**src/rtl/mdu_pkg.sv**
```systemverilog
package mdu_pkg;

  localparam logic [2:0] OP_MULS  = 3'd0;
  localparam logic [2:0] OP_MULU  = 3'd1;
  localparam logic [2:0] OP_DIVS  = 3'd2;
  localparam logic [2:0] OP_DIVU  = 3'd3;
  localparam logic [2:0] OP_SETHI = 3'd4;
  localparam logic [2:0] OP_SETLO = 3'd5;

  typedef enum logic [1:0] {
    ST_IDLE = 2'd0,
    ST_RUN  = 2'd1,
    ST_FIX  = 2'd2
  } mduState_t;

  // strobes from control to datapath
  typedef struct packed {
    logic load;      // latch operand magnitudes and sign flags
    logic step;      // one iteration
    logic finish;    // sign fix-up and HI/LO write
    logic wrHi;      // direct move into HI
    logic wrLo;      // direct move into LO
    logic isDiv;     // running operation is a divide
    logic signedOp;  // valid together with load
  } mduCtl_t;

endpackage

```
**src/rtl/mdu_ctrl.sv**
```systemverilog
module mdu_ctrl
  import mdu_pkg::*;
#(
  parameter int W = 32
) (
  input  logic       clk,
  input  logic       rstN,
  input  logic       cmdValid,
  input  logic [2:0] cmdOp,
  input  logic       divZero,
  output logic       cmdReady,
  output logic       busy,
  output mduCtl_t    ctl
);

  localparam int CW = (W > 1) ? $clog2(W) : 1;

  mduState_t    state;
  logic [CW-1:0] cnt;
  logic          divReg;
  logic          idle, accept, isMul, isDivOp, start;

  always_comb begin
    idle    = (state == ST_IDLE);
    accept  = cmdValid && idle;
    isMul   = (cmdOp == OP_MULS) || (cmdOp == OP_MULU);
    isDivOp = (cmdOp == OP_DIVS) || (cmdOp == OP_DIVU);
    start   = accept && (isMul || (isDivOp && !divZero));

    ctl          = '0;
    ctl.load     = start;
    ctl.signedOp = (cmdOp == OP_MULS) || (cmdOp == OP_DIVS);
    ctl.wrHi     = accept && (cmdOp == OP_SETHI);
    ctl.wrLo     = accept && (cmdOp == OP_SETLO);
    ctl.step     = (state == ST_RUN);
    ctl.finish   = (state == ST_FIX);
    ctl.isDiv    = divReg;

    cmdReady = idle;
    busy     = !idle;
  end

  always_ff @(posedge clk or negedge rstN) begin
    if (!rstN) begin
      state  <= ST_IDLE;
      cnt    <= '0;
      divReg <= 1'b0;
    end else begin
      case (state)
        ST_IDLE: if (start) begin
          state  <= ST_RUN;
          cnt    <= CW'(W - 1);
          divReg <= isDivOp;
        end
        ST_RUN: begin
          if (cnt == '0) state <= ST_FIX;
          else           cnt   <= cnt - 1'b1;
        end
        default: state <= ST_IDLE;
      endcase
    end
  end

  AST_STROBE_ONEHOT: assert property (@(posedge clk) disable iff (!rstN)
    $onehot0({ctl.load, ctl.step, ctl.finish, ctl.wrHi, ctl.wrLo}));
  AST_NO_ACCEPT_BUSY: assert property (@(posedge clk) disable iff (!rstN)
    (ctl.step || ctl.finish) |-> !(ctl.load || ctl.wrHi || ctl.wrLo));
  AST_BUSY_ENDS: assert property (@(posedge clk) disable iff (!rstN)
    ctl.finish |=> !busy);

endmodule

```
**src/rtl/mdu_datapath.sv**
```systemverilog
module mdu_datapath
  import mdu_pkg::*;
#(
  parameter int W = 32
) (
  input  logic         clk,
  input  logic         rstN,
  input  mduCtl_t      ctl,
  input  logic [W-1:0] opA,
  input  logic [W-1:0] opB,
  output logic [W-1:0] hiQ,
  output logic [W-1:0] loQ
);

  localparam int PW = 2 * W;

  logic [W-1:0]  accHi, accLo, opnd;
  logic          negRes, negRem;
  logic          negA, negB;
  logic [W-1:0]  magA, magB;
  logic [W:0]    mulSum;
  logic [W+1:0]  divDiff;
  logic          divOk;
  logic [PW-1:0] prod, prodFix;

  always_comb begin
    negA    = ctl.signedOp && opA[W-1];
    negB    = ctl.signedOp && opB[W-1];
    magA    = negA ? (~opA + 1'b1) : opA;
    magB    = negB ? (~opB + 1'b1) : opB;
    mulSum  = {1'b0, accHi} + {1'b0, (accLo[0] ? opnd : {W{1'b0}})};
    divDiff = {1'b0, accHi, accLo[W-1]} - {2'b00, opnd};
    divOk   = !divDiff[W+1];
    prod    = {accHi, accLo};
    prodFix = negRes ? (~prod + 1'b1) : prod;
  end

  // iteration registers
  always_ff @(posedge clk or negedge rstN) begin
    if (!rstN) begin
      accHi  <= '0;
      accLo  <= '0;
      opnd   <= '0;
      negRes <= 1'b0;
      negRem <= 1'b0;
    end else if (ctl.load) begin
      accHi  <= '0;
      accLo  <= magA;
      opnd   <= magB;
      negRes <= negA ^ negB;
      negRem <= negA;
    end else if (ctl.step) begin
      if (ctl.isDiv) begin
        accHi <= divOk ? divDiff[W-1:0] : {accHi[W-2:0], accLo[W-1]};
        accLo <= {accLo[W-2:0], divOk};
      end else begin
        {accHi, accLo} <= {mulSum, accLo[W-1:1]};
      end
    end
  end

  // architectural result registers
  always_ff @(posedge clk or negedge rstN) begin
    if (!rstN) begin
      hiQ <= '0;
      loQ <= '0;
    end else if (ctl.finish) begin
      if (ctl.isDiv) begin
        loQ <= negRes ? (~accLo + 1'b1) : accLo;
        hiQ <= negRem ? (~accHi + 1'b1) : accHi;
      end else begin
        hiQ <= prodFix[PW-1:W];
        loQ <= prodFix[W-1:0];
      end
    end else begin
      if (ctl.wrHi) hiQ <= opA;
      if (ctl.wrLo) loQ <= opA;
    end
  end

  AST_HOLD_WHILE_RUN: assert property (@(posedge clk) disable iff (!rstN)
    ctl.step |=> ($stable(hiQ) && $stable(loQ)));
  AST_MOVE_HI: assert property (@(posedge clk) disable iff (!rstN)
    ctl.wrHi |=> (hiQ == $past(opA) && $stable(loQ)));
  AST_MOVE_LO: assert property (@(posedge clk) disable iff (!rstN)
    ctl.wrLo |=> (loQ == $past(opA) && $stable(hiQ)));

endmodule

```
**src/rtl/mdu_hilo.sv**
```systemverilog
module mdu_hilo
  import mdu_pkg::*;
#(
  parameter int W = 32
) (
  input  logic         clk,
  input  logic         rstN,
  input  logic         cmdValid,
  output logic         cmdReady,
  input  logic [2:0]   cmdOp,
  input  logic [W-1:0] cmdA,
  input  logic [W-1:0] cmdB,
  input  logic         rdReq,
  input  logic         rdSel,
  output logic [W-1:0] rdData,
  output logic         rdStall,
  output logic         busy
);

  mduCtl_t      ctl;
  logic [W-1:0] hiQ, loQ;
  logic         divZero;

  assign divZero = (cmdB == '0);

  mdu_ctrl #(.W(W)) u_ctrl (
    .clk(clk), .rstN(rstN), .cmdValid(cmdValid), .cmdOp(cmdOp),
    .divZero(divZero), .cmdReady(cmdReady), .busy(busy), .ctl(ctl)
  );

  mdu_datapath #(.W(W)) u_dp (
    .clk(clk), .rstN(rstN), .ctl(ctl), .opA(cmdA), .opB(cmdB),
    .hiQ(hiQ), .loQ(loQ)
  );

  assign rdData  = rdSel ? hiQ : loQ;
  assign rdStall = rdReq && busy;

  AST_DIVZERO_HOLD: assert property (@(posedge clk) disable iff (!rstN)
    (cmdValid && cmdReady && (cmdOp == OP_DIVS || cmdOp == OP_DIVU) && divZero)
      |=> ($stable(hiQ) && $stable(loQ) && !busy));
  AST_ARITH_STARTS: assert property (@(posedge clk) disable iff (!rstN)
    (cmdValid && cmdReady && (cmdOp == OP_MULS || cmdOp == OP_MULU)) |=> busy);

endmodule

```
**config.mk**
```make
export PLATFORM = sky130hd
export DESIGN_NAME = mdu_hilo
export DESIGN_NICKNAME = d
export VERILOG_FILES = /design/src/rtl/mdu_pkg.sv /design/src/rtl/mdu_ctrl.sv /design/src/rtl/mdu_datapath.sv /design/src/rtl/mdu_hilo.sv
export SDC_FILE = /design/constraint.sdc
export NUM_CORES = 1
export LEC_CHECK = 0
export BUFFER_PORTS_ARGS = -buffer_cell sky130_fd_sc_hd__clkbuf_2
export CORE_UTILIZATION = 29
export DETAILED_ROUTE_END_ITERATION = 7
export PLACE_DENSITY = 0.53
export SLEW_MARGIN = 20
export SYNTH_ARGS = -nofsm -noshare
export SYNTH_HDL_FRONTEND = slang
export SYNTH_SLANG_ARGS = --single-unit
```
**constraint.sdc**
```tcl
create_clock -name clk -period 9.65 [get_ports clk]
set_input_delay 0.4825 -clock clk [delete_from_list [all_inputs] [get_ports clk]]
set_output_delay 0.4825 -clock clk [all_outputs]
set_load 0.01 [all_outputs]
```
* Yosys cells after proc, flatten, opt, wreduce, memory -nomap -nowiden
Index checks and enable logic that the tools add are counted.
** Word-level totals
- Word-level logic and storage cells :: 86
- Bits in latches :: 0
- Bits in writable memories :: 0
- Memories kept :: 0
- ROM bits :: 0
- Register bits after elaboration :: 170
** Operators by class
- Multiplexer cells :: 26
- Shifts and indexed selects :: 0
- Equality and inequality tests :: 10
- Bitwise logic cells :: 6
- Divide/modulo/power cells :: 0
- Multipliers :: 0
- Magnitude comparators :: 0
- Add/subtract/negate cells :: 8
- Reductions and logical operators :: 26
** Operator list (number)
- 2-to-1 mux 32 bit :: 19
- adder 32 x 1 -> 32 bit, second input constant :: 4
- inverter 32 bit :: 4
- adder 64 x 1 -> 64 bit, second input constant :: 1
- 2-to-1 mux 64 bit :: 1
- inverter 64 bit :: 1
- subtractor 33 x 32 -> 34 bit :: 1
- adder 32 x 32 -> 33 bit :: 1
- zero test 32 bit :: 1
- 2-to-1 mux 5 bit :: 2
- case mux 5 bit (2 select lines) :: 1
- logical AND 1 bit :: 8
- nonzero test 2 bit :: 4
- == test 3 x 2 -> 1 bit, second input constant :: 2
- == test 3 bit, second input constant :: 2
- zero test 5 bit :: 1
- subtractor 5 x 1 -> 5 bit, second input constant :: 1
- logical OR 1 bit :: 4
- 2-to-1 mux 2 bit :: 2
- inequality test 2 x 1 -> 1 bit, second input constant :: 2
- case mux 2 bit (2 select lines) :: 1
- AND reduction 2 bit :: 2
- == test 3 x 1 -> 1 bit, second input constant :: 1
- zero test 1 bit :: 3
- other kinds (7) :: 7

* Longest topological paths before layout
Gate-level depths: netlist (run 1).
- Depth in word-level cells :: 7
- Depth in mapped cells :: 15
- Mapped depth without buffers :: 14

* Hierarchy
From an unflattened synthesis (run 1), not the netlist that was laid out.
** Unflattened totals
- Cells, all modules :: 1888
- Area total of the unflattened synthesis :: 15322.2 um2
** Modules (own cells, without submodules)
- mdu_datapath :: cells an instance 1795, area an instance 14252.4 um2, instances 1
- mdu_hilo :: cells an instance 48, area an instance 616.8 um2, instances 1
- mdu_ctrl :: cells an instance 45, area an instance 452.9 um2, instances 1

* Worst setup path before layout (run 1)
No wires, ideal clock.
- Kind :: register to register
- From :: reg u_dp.accLo[0]
- To :: reg u_dp.accHi[29]
- Stages on the path, launching flop included :: 16
- Arrival time :: 3212 ps
- Path slack :: 6306 ps
- Clock period less this slack :: 3344 ps
- Path buffers :: 2
- Cells stage by stage :: dfrtp_1 -> clkbuf_1 -> inv_1 -> clkbuf_1 -> nor2_1 -> ha_1 -> and3_1 -> a221oi_1 -> o21a_1 -> o31ai_1 -> a221o_1 -> a21oi_2 -> o21ai_1 -> a211oi_2 -> xor2_1 -> o21ai_1
** On the way
- Cells in the longest elaborated chain, start to end :: 5
** RTL lines
- start, declared :: RTL line mdu_datapath.sv:17 : logic [W-1:0] accHi, accLo, opnd;
- start signal, assigned :: RTL line mdu_datapath.sv:48 : accLo <= magA;
- start signal, assigned :: RTL line mdu_datapath.sv:55 : accLo <= {accLo[W-2:0], divOk};
- start signal, assigned :: RTL line mdu_datapath.sv:57 : {accHi, accLo} <= {mulSum, accLo[W-1:1]};
- 2-to-1 mux 32 bit :: RTL line mdu_datapath.sv:31 : mulSum = {1'b0, accHi} + {1'b0, (accLo[0] ? opnd : {W{1'b0}})};
- adder 32 x 32 -> 33 bit :: RTL line mdu_datapath.sv:31
- 2-to-1 mux 32 bit :: RTL line mdu_datapath.sv:53 : if (ctl.isDiv) begin
- 2-to-1 mux 32 bit :: RTL line mdu_datapath.sv:52 : end else if (ctl.step) begin
- 2-to-1 mux 32 bit :: RTL line mdu_datapath.sv:46 : end else if (ctl.load) begin
- end signal, assigned :: RTL line mdu_datapath.sv:54 : accHi <= divOk ? divDiff[W-1:0] : {accHi[W-2:0], accLo[W-1]};
- end signal, assigned :: RTL line mdu_datapath.sv:57
- end, declared :: RTL line mdu_datapath.sv:17
No other way between the ends. The select of a mux whose other input is x is not followed.
A chain may end at the register's enable or synchronous reset.

* Worst setup path in the final report (run 1)
Same ends and word-level chain as after synthesis.

==> results of run 1 <==
## logic make-up (layout without fill, tap and decap cells)
logic type / count (synthesis) / after routing / synth area share
compound gates: 547 / 547 / 0.231
xor+xnor: 176 / 176 / 0.104
fa+ha+maj: 72 / 72 / 0.0620
buf+inv: 176 / 215 / 0.0461
flops: 170 / 170 / 0.288
mux: 118 / 118 / 0.0835
simple gates: 574 / 574 / 0.185
## synth_stat cells, types with 12 or more instances
library cell	number	share of area
xnor2_1	93	0.055
or3_1	18	0.0076
a21o_1	31	0.016
mux2i_1	75	0.051
mux2_2	43	0.033
o211ai_1	19	0.0096
ha_1	70	0.059
inv_1	62	0.016
a22oi_1	23	0.012
nor4_1	15	0.0063
dfrtp_1	170	0.29
nand3_1	32	0.011
o21ai_1	28	0.0095
nand2_1	214	0.054
xor2_1	83	0.049
a211oi_1	12	0.0061
o31ai_1	24	0.012
a21oi_1	130	0.044
and3_1	14	0.0059
clkbuf_1	83	0.021
buf_1	15	0.0038
a221oi_1	16	0.0095
a31oi_1	12	0.0051
nor3_1	39	0.013
o21ai_0	168	0.057
nor2_1	148	0.038
nand2b_1	19	0.0080
o22ai_1	13	0.0055
## final cells by class
type	instances	area share
clock buffer	18	0.0267
sequential	170	0.259
clock inverter	14	0.00928
timing repair buffer	118	0.0381
tap	672	0.0511
multi-input combinational	1487	0.601
inverter	65	0.0148
## power groups by stage
stage               Sequential, mW  Combinational, mW  Clock, mW
detailed placement            1.50               3.77          0
floorplan                     1.25               2.99          0
CTS                           1.49               3.79      0.724
finish                        1.50               3.81      0.708
global route                  1.55               4.25      0.751
global placement              1.49               3.74          0
## metal layers
metal  share of wire  vias to the layer above  wire (um)  global-route usage
met1            0.48                     6609      23600               0.262
li1                -                     6618          -                   -
met3           0.049                       38       2370              0.0306
met4           0.015                        0        719              0.0412
met2            0.45                      359      22100               0.299
met5               0                        -          0                   0
## metrics by stage
stage / cells / hold WS (ns) / setup WS (ns) / total power [mW] / util
floorplan: 1833 / 0.187 / 6.31 / 4.24 / -
global placement: 2512 / 0.469 / 5.59 / 5.24 / 0.316
detailed placement: 2512 / 0.482 / 5.52 / 5.27 / 0.316
CTS: 2544 / 0.186 / 5.51 / 6.00 / 0.328
global route: 2544 / 0.198 / 5.06 / 6.54 / 0.328
finish: 2544 / 0.122 / 5.49 / 6.02 / 0.328
## how the worst max path moves through the flow
stage | start | to | slack [ns] | cells after the start
3_5_place_dp | u_dp.accLo[0] | u_dp.accHi[29] | 5.52 | 13
4_1_cts | u_dp.accLo[0] | u_dp.accHi[29] | 5.51 | 13
3_3_place_gp | u_dp.accLo[0] | u_dp.accHi[29] | 5.59 | 13
6_report | u_dp.accLo[0] | u_dp.accHi[29] | 5.49 | 13
5_1_grt | u_dp.accLo[0] | u_dp.accHi[29] | 5.06 | 13
2_1_floorplan | u_dp.accLo[0] | u_dp.accHi[29] | 6.31 | 15
## registers in the layout, summed over array words and instances (netlist names)
name and flops:
u_dp.loQ 32, u_ctrl.state 2, u_ctrl.divReg 1, u_dp.accHi 32, u_dp.opnd 32, u_ctrl.cnt 5, u_dp.accLo 32, u_dp.hiQ 32
u_dp.negRem 1, u_dp.negRes 1
==> impl_metrics.toml, run 1 <==
[floorplanning]
rows = 82
ioPinCount = 107
start_util = 0.295
die_width_um = 228
core_area_sq_um = 50200
dieArea_sq_um = 51900
dieHeight_um = 228

[cells_and_area]
n_antenna_cell = 0
layout_common_cells = "nand2_1, dfrtp_1, o21ai_0"
design_area_sq_um = 16400
nNetsFinal = 2003
regArea_sq_um = 4260
syn_to_final_growth_pct = 11.2
drive_above_1_share = 0.126
final_common_cell = "nand2_1"
multi_input_comb_area_sq_um = 9880
fillers = 5320

[timing]
layout_min_cycle_time_ns = 4.16
rsz0062_at_grt = "false"
setup_viol = 0
slew_violations = 0
fin_setup_tns_ns = 0
hold_viol = 0
max_freq_mhz = 241
fin_crit_sh = 0.431
finClkSkew_ns = 0.0170
worstMarginPinSlew_ns = 1.05
relSlewSlack = 0.299

[synthesis]
synth_cells = 1833
netlist_area_sq_um = 14800
synth_sequential_area_ratio = 0.288
synth.distinct_cells = 84
ys_seq_elements = 170
synth-main-ff-cell = "dfrtp_1"
synth.avg_cell_area_sq_um = 8.06
async_reset_ff_frac = 1.00
synth_warnings = 0
synth_edf_count = 0
synth_fp_nets = 1977

[grt]
antenna_found_initial = 0
grt_pass1_vias = 13200
grt.overflow.total = 0
grt_pass1_wl_um = 76900
grt_max_degree = 100
grt_usage = 0.187

[power_and_ir_drop]
switchingPower_mw = 3.09
swShare = 0.514
p_leak_nw = 7.18
power_density_nw_per_um2 = 366
peakVddDrop_mv = 0.155
p_clk_frac = 0.117
sequentialPowerShare = 0.250
power.internal_mw = 2.93
power_frac_comb = 0.633

[clock_network]
hold_buffers = 0
htreeDepth = 4
cts_buffers = 17
cts_setup_buffers = 0
clk_path_buf_depth = 2
post_cts_resized = 0
insertion_delay_ns = 0.47
clk_pin_slew_ns = 0.08
clkSinkCount = 170
cts_tree = "done"
cts_root_buffer = "clkbuf_16"

[placed_design]
port_buffers = 106
dpl_cell_area_sq_um = 15800
gp_congestion = 0.928
hpwl_um = 36400

[setup_path]
crit_type = "register to register"
r2r_setup_slack_ns = 5.49
cp_slowest_cell = "inv_1"
end_kind = "register"
critical_path.top_delay_family = "compound AO/OA/AOI/OAI gates"
r2r_cells = 13
worstPathCellList = "inv_1 -> nor2_1 -> ha_1 -> nor2b_1 -> o31a_1 -> o32ai_4 -> o31ai_1 -> a221o_1 -> a21oi_2 -> o21ai_1 -> a211oi_2 -> xor2_1 -> o21ai_1"
reg2reg_from = "u_dp.accLo[0]"
critPathMaxFanout = 32
cpMostUsedCell = "o21ai_1"
start_kind = "register"
cpPeakStageDelay_ns = 0.77
worstPathRequired_ns = 9.98
path_buf_inv = 1
crit_arrival_ns = 4.48
r2r-end = "u_dp.accHi[29]"

[status]
status = "finished clean"

[flow_run]
drv_cap = 0

[routing]
num_vias = 13600
wl_per_cell_um = 19.2
drc_errors = 0
firstDrtPassIters = 5
drtIter0Drc = 1159
wirelength_um = 48800
vias_per_cell = 5.36
postRouteAntennaNets = 0

[min_path]
hold_path_class = "primary input to asynchronous set/reset pin"
(Power assumes the default switching activity.)
==> inputs of run 2 (changes only) <==
--- a/config.mk
+++ b/config.mk
@@ -8,7 +8,7 @@
 export BUFFER_PORTS_ARGS = -buffer_cell sky130_fd_sc_hd__clkbuf_2
 export CORE_UTILIZATION = 29
 export DETAILED_ROUTE_END_ITERATION = 7
-export PLACE_DENSITY = 0.53
+export PLACE_DENSITY = 0.55
 export SLEW_MARGIN = 20
 export SYNTH_ARGS = -nofsm -noshare
 export SYNTH_HDL_FRONTEND = slang
==> constraint.sdc (replaced) <==
create_clock -name clk -period 3.7 [get_ports clk]
set_input_delay 0.185 -clock clk [delete_from_list [all_inputs] [get_ports clk]]
set_output_delay 0.185 -clock clk [all_outputs]
set_load 0.01 [all_outputs]
==> impl_metrics.toml, run 2 (synthesis results as in run 1) <==
[cells_and_area]
final_common_cell = "nand2_1"
drive_above_1_share = 0.147
syn_to_final_growth_pct = 14.1
regArea_sq_um = 4260
postLayoutCoreUtil = 0.336
nNetsFinal = 2056
multi_input_comb_area_sq_um = 9890
layout_common_cells = "nand2_1, dfrtp_1, o21ai_0"
fillers = 5278
fin_cells = 2594
design_area_sq_um = 16900

[placed_design]
gp_congestion = 0.973
post-place-cells = 2564
dpl_cell_area_sq_um = 16300
hpwl_um = 37700
post-place-ws_ns = 0.265
port_buffers = 106

[power_and_ir_drop]
p_leak_nw = 7.44
power_density_nw_per_um2 = 961
power_mw = 16.2
peakVddDrop_mv = 0.406

[clock_network]
cts_buffers = 17
cts_setup_buffers = 0
cts_tree = "done"
insertion_delay_ns = 0.46
clkSinkCount = 170
cts_root_buffer = "clkbuf_16"
clk_path_buf_depth = 2
clk_pin_slew_ns = 0.07
htreeDepth = 4

[timing]
finClkSkew_ns = 0.0178
max_freq_mhz = 292
rsz0062_at_grt = "false"
timing.hold.ws_ns = 0.0574
finalWorstSetupSlack_ns = 0.278
fin_crit_sh = 0.925
relSlewSlack = 0.348
worstMarginPinSlew_ns = 0.979
fin_setup_tns_ns = 0
slew_violations = 0
layout_min_cycle_time_ns = 3.42
hold_viol = 0
setup_viol = 0

[routing]
postRouteAntennaNets = 0
vias_per_cell = 5.37
num_vias = 13900
wl_per_cell_um = 19.0
drtIter0Drc = 1185
drc_errors = 0
firstDrtPassIters = 5
wirelength_um = 49200

[floorplanning]
core_area_sq_um = 50200
dieArea_sq_um = 51900
ioPinCount = 107
die_width_um = 228
start_util = 0.295
dieHeight_um = 228
rows = 82

[setup_path]
start_kind = "register"
end_kind = "register"
cpMostUsedCell = "o21ai_1"
cpPeakStageDelay_ns = 0.46
crit_type = "register to register"
cp_slowest_cell = "a221o_1"
worstPathCellList = "inv_1 -> buf_4 -> nor2_1 -> ha_1 -> o21a_1 -> o31a_1 -> o32ai_4 -> o31ai_1 -> a221o_1 -> a21oi_2 -> o21ai_1 -> a211oi_2 -> xor2_1 -> o21ai_1"
r2r_cells = 14
worstPathRequired_ns = 4.01
crit_arrival_ns = 3.73
critPathMaxFanout = 10

[grt]
grt_usage = 0.190
grt.overflow.total = 0
grt_pass1_wl_um = 77900
grt_max_degree = 98
grt_pass1_vias = 13800
antenna_found_initial = 1

[min_path]
whs_path_depth = 3
hold_path_class = "primary input to register"

[flow_run]
drv_cap = 0

[status]
status = "finished clean"
## run 2: changes by cell type in the layout (fill, tap and decap cells not counted), sizes merged
cell | before | now
buf | 13 | 65
inv | 71 | 67
clkinv | 6 | 3
bufinv | 0 | 2
clkbuf | 123 | 124
diode | 0 | 1
dlygate4sd3 | 0 | 1
## run 2: power breakdown
group / switching, mW / total [mW] / internal, mW
Combinational: 6.35 / 10.8 / 4.41
Clock: 0.808 / 1.81 / 1.00
Sequential: 0.955 / 3.64 / 2.68
Total: 8.11 / 16.2 / 8.09
## run 2: worst paths after layout
path	slack, ns	start	endpoint
setup / recovery	0.28	u_dp.accLo[0]	u_dp.accHi[29]
hold / removal	0.06	cmdB[22]	u_dp.opnd[22]
setup reg to reg	0.28	u_dp.accLo[0]	u_dp.accHi[29]
hold reg to reg	0.48	u_dp.opnd[29]	u_dp.opnd[29]
max in group asynchronous	2.25	rstN	u_dp.opnd[30]
min in group asynchronous	0.41	rstN	u_dp.accLo[9]
## run 2: metal layers
metal / wire (um) / track usage / up-vias
met5: 0 / 0 / -
met4: 1280 / 0.0650 / 0
met1: 23100 / 0.259 / 6721
met3: 2540 / 0.0275 / 61
li1: - / - / 6727
met2: 22300 / 0.304 / 427
## run 2: area by class of cell
type | count | share of cell area
Multi-Input combinational cell | 1487 | 0.586
Tap cell | 672 | 0.0498
Timing Repair Buffer | 171 | 0.0639
Sequential cell | 170 | 0.252
Clock inverter | 9 | 0.00705
Clock buffer | 19 | 0.0263
Inverter | 65 | 0.0145
Antenna cell | 1 | 0.000148
## run 2: critical path: cells and delay by family, from the launching register on
family / cells / cell delay, ns
AO/OA/AOI/OAI: 9 / 1.99
flip-flops: 1 / 0.40
buffers and inverters: 2 / 0.33
adder cells (fa/ha/maj): 1 / 0.32
XOR/XNOR: 1 / 0.17
AND/OR/NAND/NOR: 1 / 0.07
## run 2: timing repair
action                                 in CTS  in global routing
hold buffers                                1                  0
setup endpoints to repair                   0                  2
endpoints found under the hold margin      94                  0
gates resized for setup                     0                  1
